## src/rtl/wdt_pkg.sv

```systemverilog
package wdt_pkg;

    localparam int REG_W = 8;

    typedef struct packed {
        logic       rsvd;
        logic       sts;
        logic       en;
        logic       pulse;
        logic       unit_min;
        logic       hact;
        logic [1:0] wsel;
    } wdt_cfg_t;

    typedef enum logic {
        OUT_LEVEL = 1'b0,
        OUT_PULSE = 1'b1
    } out_mode_e;

    function automatic int unsigned width_of(input logic [1:0] sel,
                                             input int unsigned w0,
                                             input int unsigned w1,
                                             input int unsigned w2,
                                             input int unsigned w3);
        case (sel)
            2'd0:    return w0;
            2'd1:    return w1;
            2'd2:    return w2;
            default: return w3;
        endcase
    endfunction

    function automatic int unsigned max4(input int unsigned a, input int unsigned b,
                                         input int unsigned c, input int unsigned d);
        int unsigned m;
        m = a;
        if (b > m) m = b;
        if (c > m) m = c;
        if (d > m) m = d;
        return m;
    endfunction

endpackage

```

## src/rtl/wdt_regs.sv

```systemverilog
module wdt_regs
    import wdt_pkg::*;
#(
    parameter int DW = REG_W
) (
    input  logic          clk,
    input  logic          rst,
    input  logic          wr_en,
    input  logic          wr_sel,
    input  logic [DW-1:0] wr_data,
    input  logic          expire_i,
    output wdt_cfg_t      cfg_o,
    output logic [DW-1:0] count_o,
    output logic          load_o,
    output logic [DW-1:0] load_val_o
);

    wdt_cfg_t      cfg_q, cfg_nxt, wcfg;
    logic [DW-1:0] count_q;
    logic          cfg_wr, cnt_wr;

    assign cfg_wr = wr_en && !wr_sel;
    assign cnt_wr = wr_en && wr_sel;
    assign wcfg   = wdt_cfg_t'(wr_data[REG_W-1:0]);

    always_comb begin
        cfg_nxt = cfg_q;
        if (cfg_wr) begin
            cfg_nxt     = wcfg;
            cfg_nxt.sts = cfg_q.sts && !wcfg.sts;
        end
        if (expire_i) cfg_nxt.sts = 1'b1;
        cfg_nxt.rsvd = 1'b0;
    end

    always_ff @(posedge clk) begin
        if (rst) begin
            cfg_q   <= '0;
            count_q <= '0;
        end else begin
            cfg_q <= cfg_nxt;
            if (cnt_wr) count_q <= wr_data;
        end
    end

    assign cfg_o      = cfg_q;
    assign count_o    = count_q;
    assign load_o     = cnt_wr;
    assign load_val_o = cnt_wr ? wr_data : count_q;

    AST_STS_SET: assert property (@(posedge clk) disable iff (rst)
        expire_i |=> cfg_q.sts);

endmodule

```

## src/rtl/wdt_counter.sv

```systemverilog
module wdt_counter
    import wdt_pkg::*;
#(
    parameter int DW           = REG_W,
    parameter int MIN_PER_UNIT = 60
) (
    input  logic          clk,
    input  logic          rst,
    input  logic          en_i,
    input  logic          unit_min_i,
    input  logic          tick_s_i,
    input  logic          load_i,
    input  logic [DW-1:0] load_val_i,
    output logic          expire_o
);

    localparam int PW = (MIN_PER_UNIT > 1) ? $clog2(MIN_PER_UNIT) : 1;
    localparam logic [PW-1:0] PRE_LAST = PW'(MIN_PER_UNIT - 1);

    logic [DW-1:0] remain_q;
    logic [PW-1:0] pre_q;
    logic          en_q;
    logic          do_load, step, unit_done;

    assign do_load   = en_i && (!en_q || load_i);
    assign step      = en_i && !do_load && tick_s_i && (remain_q != '0);
    assign unit_done = !unit_min_i || (pre_q == PRE_LAST);
    assign expire_o  = step && unit_done && (remain_q == DW'(1));

    always_ff @(posedge clk) begin
        if (rst) begin
            remain_q <= '0;
            pre_q    <= '0;
            en_q     <= 1'b0;
        end else begin
            en_q <= en_i;
            if (do_load) begin
                remain_q <= load_val_i;
                pre_q    <= '0;
            end else if (step) begin
                if (unit_done) begin
                    remain_q <= remain_q - DW'(1);
                    pre_q    <= '0;
                end else begin
                    pre_q <= pre_q + PW'(1);
                end
            end
        end
    end

    AST_EXPIRE_EMPTIES: assert property (@(posedge clk) disable iff (rst)
        expire_o |=> (remain_q == '0));
    AST_HOLD_OFF: assert property (@(posedge clk) disable iff (rst)
        !en_i |=> $stable(remain_q));
    AST_ZERO_QUIET: assert property (@(posedge clk) disable iff (rst)
        (en_i && remain_q == '0) |-> !expire_o);

endmodule

```

## src/rtl/wdt_shaper.sv

```systemverilog
module wdt_shaper
    import wdt_pkg::*;
#(
    parameter int unsigned W0 = 1,
    parameter int unsigned W1 = 25,
    parameter int unsigned W2 = 125,
    parameter int unsigned W3 = 5000
) (
    input  logic       clk,
    input  logic       rst,
    input  logic       expire_i,
    input  logic       en_i,
    input  logic       sts_i,
    input  out_mode_e  mode_i,
    input  logic       hact_i,
    input  logic [1:0] wsel_i,
    input  logic       tick_ms_i,
    output logic       rst_out_o
);

    localparam int unsigned WMAX = max4(W0, W1, W2, W3);
    localparam int          LW   = $clog2(WMAX + 1);

    logic [LW-1:0] pulse_left_q;
    logic          lvl_on_q;
    logic          active;
    logic          out_q;

    always_ff @(posedge clk) begin
        if (rst) begin
            pulse_left_q <= '0;
            lvl_on_q     <= 1'b0;
            out_q        <= 1'b1;
        end else begin
            if (expire_i && mode_i == OUT_LEVEL) lvl_on_q <= 1'b1;
            else                                 lvl_on_q <= lvl_on_q && sts_i && en_i;

            if (expire_i && mode_i == OUT_PULSE)
                pulse_left_q <= LW'(width_of(wsel_i, W0, W1, W2, W3));
            else if (pulse_left_q != '0 && tick_ms_i)
                pulse_left_q <= pulse_left_q - LW'(1);

            out_q <= hact_i ? active : !active;
        end
    end

    assign active    = lvl_on_q || (pulse_left_q != '0);
    assign rst_out_o = out_q;

    AST_LVL_DROP: assert property (@(posedge clk) disable iff (rst)
        (!en_i && !expire_i) |=> !lvl_on_q);
    AST_PULSE_HOLD: assert property (@(posedge clk) disable iff (rst)
        (pulse_left_q != '0 && !tick_ms_i && !expire_i) |=> $stable(pulse_left_q));

endmodule

```

## src/rtl/wdt_timer.sv

```systemverilog
module wdt_timer
    import wdt_pkg::*;
#(
    parameter int          DW           = REG_W,
    parameter int          MIN_PER_UNIT = 60,
    parameter int unsigned W0           = 1,
    parameter int unsigned W1           = 25,
    parameter int unsigned W2           = 125,
    parameter int unsigned W3           = 5000
) (
    input  logic          clk,
    input  logic          rst,
    input  logic          wr_en,
    input  logic          wr_sel,
    input  logic [DW-1:0] wr_data,
    input  logic          tick_ms,
    input  logic          tick_s,
    output logic [DW-1:0] cfg_rd,
    output logic [DW-1:0] time_rd,
    output logic          rst_out,
    output logic          timeout_evt
);

    wdt_cfg_t      cfg;
    logic [DW-1:0] load_val;
    logic          load, expire, evt_q;

    wdt_regs #(.DW(DW)) u_regs (
        .clk(clk), .rst(rst), .wr_en(wr_en), .wr_sel(wr_sel), .wr_data(wr_data),
        .expire_i(expire), .cfg_o(cfg), .count_o(time_rd),
        .load_o(load), .load_val_o(load_val)
    );

    wdt_counter #(.DW(DW), .MIN_PER_UNIT(MIN_PER_UNIT)) u_counter (
        .clk(clk), .rst(rst), .en_i(cfg.en), .unit_min_i(cfg.unit_min),
        .tick_s_i(tick_s), .load_i(load), .load_val_i(load_val), .expire_o(expire)
    );

    wdt_shaper #(.W0(W0), .W1(W1), .W2(W2), .W3(W3)) u_shaper (
        .clk(clk), .rst(rst), .expire_i(expire), .en_i(cfg.en), .sts_i(cfg.sts),
        .mode_i(out_mode_e'(cfg.pulse)), .hact_i(cfg.hact), .wsel_i(cfg.wsel),
        .tick_ms_i(tick_ms), .rst_out_o(rst_out)
    );

    always_ff @(posedge clk) begin
        if (rst) evt_q <= 1'b0;
        else     evt_q <= expire;
    end

    assign timeout_evt = evt_q;
    assign cfg_rd      = DW'(cfg);

    AST_EVT_SINGLE: assert property (@(posedge clk) disable iff (rst)
        timeout_evt |=> !timeout_evt);

endmodule

```

## config.mk

```make
export PLATFORM = sky130hd
export DESIGN_NAME = wdt_timer
export DESIGN_NICKNAME = d
export VERILOG_FILES = /design/src/rtl/wdt_pkg.sv /design/src/rtl/wdt_regs.sv /design/src/rtl/wdt_counter.sv /design/src/rtl/wdt_shaper.sv /design/src/rtl/wdt_timer.sv
export SDC_FILE = /design/constraint.sdc
export NUM_CORES = 1
export LEC_CHECK = 0
export BUFFER_PORTS_ARGS = -buffer_cell sky130_fd_sc_hd__buf_2
export CORE_ASPECT_RATIO = 0.5
export CORE_MARGIN = 1.5
export CORE_UTILIZATION = 50
export DETAILED_ROUTE_END_ITERATION = 16
export PLACE_DENSITY = 0.7
export SYNTH_ARGS = -nofsm -noshare
export SYNTH_HDL_FRONTEND = slang
export SYNTH_HIERARCHICAL = 1
export SYNTH_SLANG_ARGS = --single-unit
```

## constraint.sdc

```tcl
create_clock -name clk -period 6 [get_ports clk]
set_clock_uncertainty 0.1 [all_clocks]
set_input_delay 0.6 -clock clk [delete_from_list [all_inputs] [get_ports clk]]
set_output_delay 0.6 -clock clk [all_outputs]
set_load 0.03 [all_outputs]
```

==> flow_summary.toml <==
[drt]
drtIter0Drc = 82
remaining_drc_errors = 0
dr.pass1.iters = 4
via_per_inst = 5.715
antenna_left = 0
wire_per_inst_um = 14.55
wirelength_um = 5559
num_vias = 2183

[placed_design]
place_ws_ns = 2.908
dp.cells = 374
hpwl_um = 3955
io_buffers = 30
gp_congestion = 0.8706

[critical_path]
startpoint_type = "flip-flop"
cp.required_ns = 6.11
critPathMaxFanout = 12
crit_start = "u_counter/remain_q[3]"
reg2reg_from = "u_counter/remain_q[3]"
crit_type = "reg -> reg"
crit_arrival_ns = 3.22
cp-end-kind = "flip-flop"

[yosys]
synth_sequential_area_ratio_pct = 35.61
ys_types = 61
yosysWarnings = 6
async_reset_ff_share_pct = 0
synth_cells = 284
synth_flop_cell = "dfxtp_1"
syn_area_per_cell_um2 = 9.106
synth_seq_cells = 46
netlist_area_um2 = 2586
syn-num-nets = 307
synth_edf_count = 0

[die]
core-area_um2 = 4955
die_area_um2 = 5639
io_pins = 32
start_util_pct = 52.20
die_y_um = 53.86
die-width_um = 104.7
rows = 18

[power]
power.density_nw_per_um2 = 330.4
netSwitchingFraction_pct = 37.63
p_clk_share_pct = 21.3
combPwrFrac_pct = 36.5
ir_worst_vdd_v = 0.0001568
intPower_mw = 0.5894
leakage_nw = 1.132
power_mw = 0.9451
seqPwrFrac_pct = 42.2
p_switching_mw = 0.3556

[clock_network]
path_clk_slew_ns = 0.09
clock-sinks = 46
clk_latency_ns = 0.30
hold_buffers = 0
post_cts_buffers = 0
clockRootBuffer = "clkbuf_8"
cts_max_level = 2
cts_resized = 0
cts_tree = "built"
clockBufferDepth = 2
cts_made_buffers = 5

[finish]
final_nets = 334
mostFrequentLayoutCell = "dfxtp_1"
fillerInstances = 454
areaGrowthSynthToFinish_pct = 10.59
final_core_util_pct = 57.73
final_cell_mix = "46 x dfxtp_1, 30 x buf_2, 25 x nand2b_1, 24 x a21oi_1, 19 x nor2_1"
diodes = 0
final_cell_count_no_fill = 382
drive_gt1_share_pct = 19.23

[global_routing]
track_usage_pct = 20.58
grt_pass1_wl_um = 9094
first_global_vias = 1923
grt_start_max_net_pins = 43
antenna_found_initial = 0
grt-ovfl-total = 0

[status]
status = "completed"

[sta]
worst_pin_slew_ns = 0.7082
finalCritPeriodShare_pct = 51.79
min_period_ns = 3.107
grt_setup_unrepaired = "no"
hold_viol_final = 0
worst_slack_ns = 2.893
max_freq_mhz = 321.8
tns_ns = 0
finalMaxSlewViolations = 0
setup_viol = 0
max_slew_margin_pct = 52.79

[min_path]
hold_start = "u_counter/pre_q[1]"
hold_class = "reg -> reg"

[flow_run]
maxCapViolCount = 0
[area by class of cell]
| type | instances | area [µm²] | area share, % |
|---|---|---|---|
| inverters | 8 | 30.03 | 1.050 |
| clock inverters | 1 | 8.758 | 0.3062 |
| multi-input cells | 220 | 1577 | 55.12 |
| flip-flops and latches | 46 | 920.9 | 32.20 |
| well taps | 70 | 87.58 | 3.062 |
| repair buffers | 30 | 150.1 | 5.249 |
| clock buffers | 7 | 86.33 | 3.018 |
[layer usage]
metal  share of wire, %  global-route usage, %  wire length [µm]
met1                 47                  25.53              2637
met5                  0                      0                 0
met3                3.9                  4.722               217
met4               0.77                  7.534                43
met2                 48                  36.29              2660
[flip-flops by register name, summed over array words and instances (netlist names)]
signal / flops
u_regs/cfg_o: 7
u_shaper/rst_out_o: 1
u_counter/en_q: 1
u_regs/count_o: 8
u_counter/pre_q: 6
u_counter/remain_q: 8
timeout_evt: 1
u_shaper/lvl_on_q: 1
u_shaper/pulse_left_q: 13
[synth_stat cells, types with 3 or more instances]
master / n / share of area (%)
inv_1: 7 / 1.0
nand2b_1: 25 / 6.0
nand3_1: 11 / 2.1
mux2i_1: 13 / 5.0
a211oi_1: 5 / 1.5
nand4_1: 3 / 0.73
o21ai_0: 5 / 0.97
a31oi_1: 3 / 0.73
a311oi_1: 3 / 1.0
clkbuf_1: 4 / 0.58
dfxtp_1: 46 / 36
nor3_1: 5 / 0.97
o21ai_1: 3 / 0.58
nor4_1: 5 / 1.2
nor2b_1: 3 / 0.73
o31ai_1: 5 / 1.5
or3_1: 4 / 0.97
or4_1: 6 / 1.7
nand2_1: 15 / 2.2
nor2_1: 19 / 2.8
buf_4: 3 / 0.87
ha_1: 9 / 4.4
mux2_4: 6 / 3.5
a21oi_1: 24 / 4.6
[kinds of logic after synthesis]
logic type | after synthesis | synth area share (%)
other | 1 | 0.1450
AOI/OAI and AO/OA | 65 | 16.93
and+or+nand+nor | 122 | 29.66
adders and majority gates | 9 | 4.354
buffers and inverters | 18 | 3.435
muxes | 19 | 8.515
xor gates and xnor gates | 4 | 1.355
DFF | 46 | 35.61
[critical path, stage by stage (launching register included)]
cell and delay, ns:
dfxtp_1 0.37, or4_1 0.66, or4_1 0.50, nor3_1 0.52
and2_1 0.51, a21oi_1 0.08, a221oi_1 0.27
[power by group through the flow]
stage,clock network (mW),logic (mW),registers (mW)
finish,0.201,0.345,0.399
floorplan,0,0.260,0.412
global placement,0,0.336,0.403
CTS,0.209,0.344,0.399
detailed placement,0,0.342,0.406
global route,0.220,0.387,0.409
[per-stage QoR]
step / hold slack (ns) / area, µm²
final: 0.3881 / 2860
after global routing: 0.4099 / 2860
after CTS: 0.3949 / 2860
after detailed placement: 0.3816 / 2765
after global placement: 0.3616 / 2765
after floorplan: 0.3472 / 2586
[path summary, 6_finish.rpt]
check	endpoint	slack, ns	depth (start not counted)
worst max-delay path	u_shaper/pulse_left_q[3]	2.89	6
worst min-delay path	u_counter/pre_q[1]	0.39	2
worst max register to register	u_shaper/pulse_left_q[3]	2.89	6
worst min register to register	u_counter/pre_q[1]	0.39	2
Note: power is estimated with default switching activity, not from simulation.
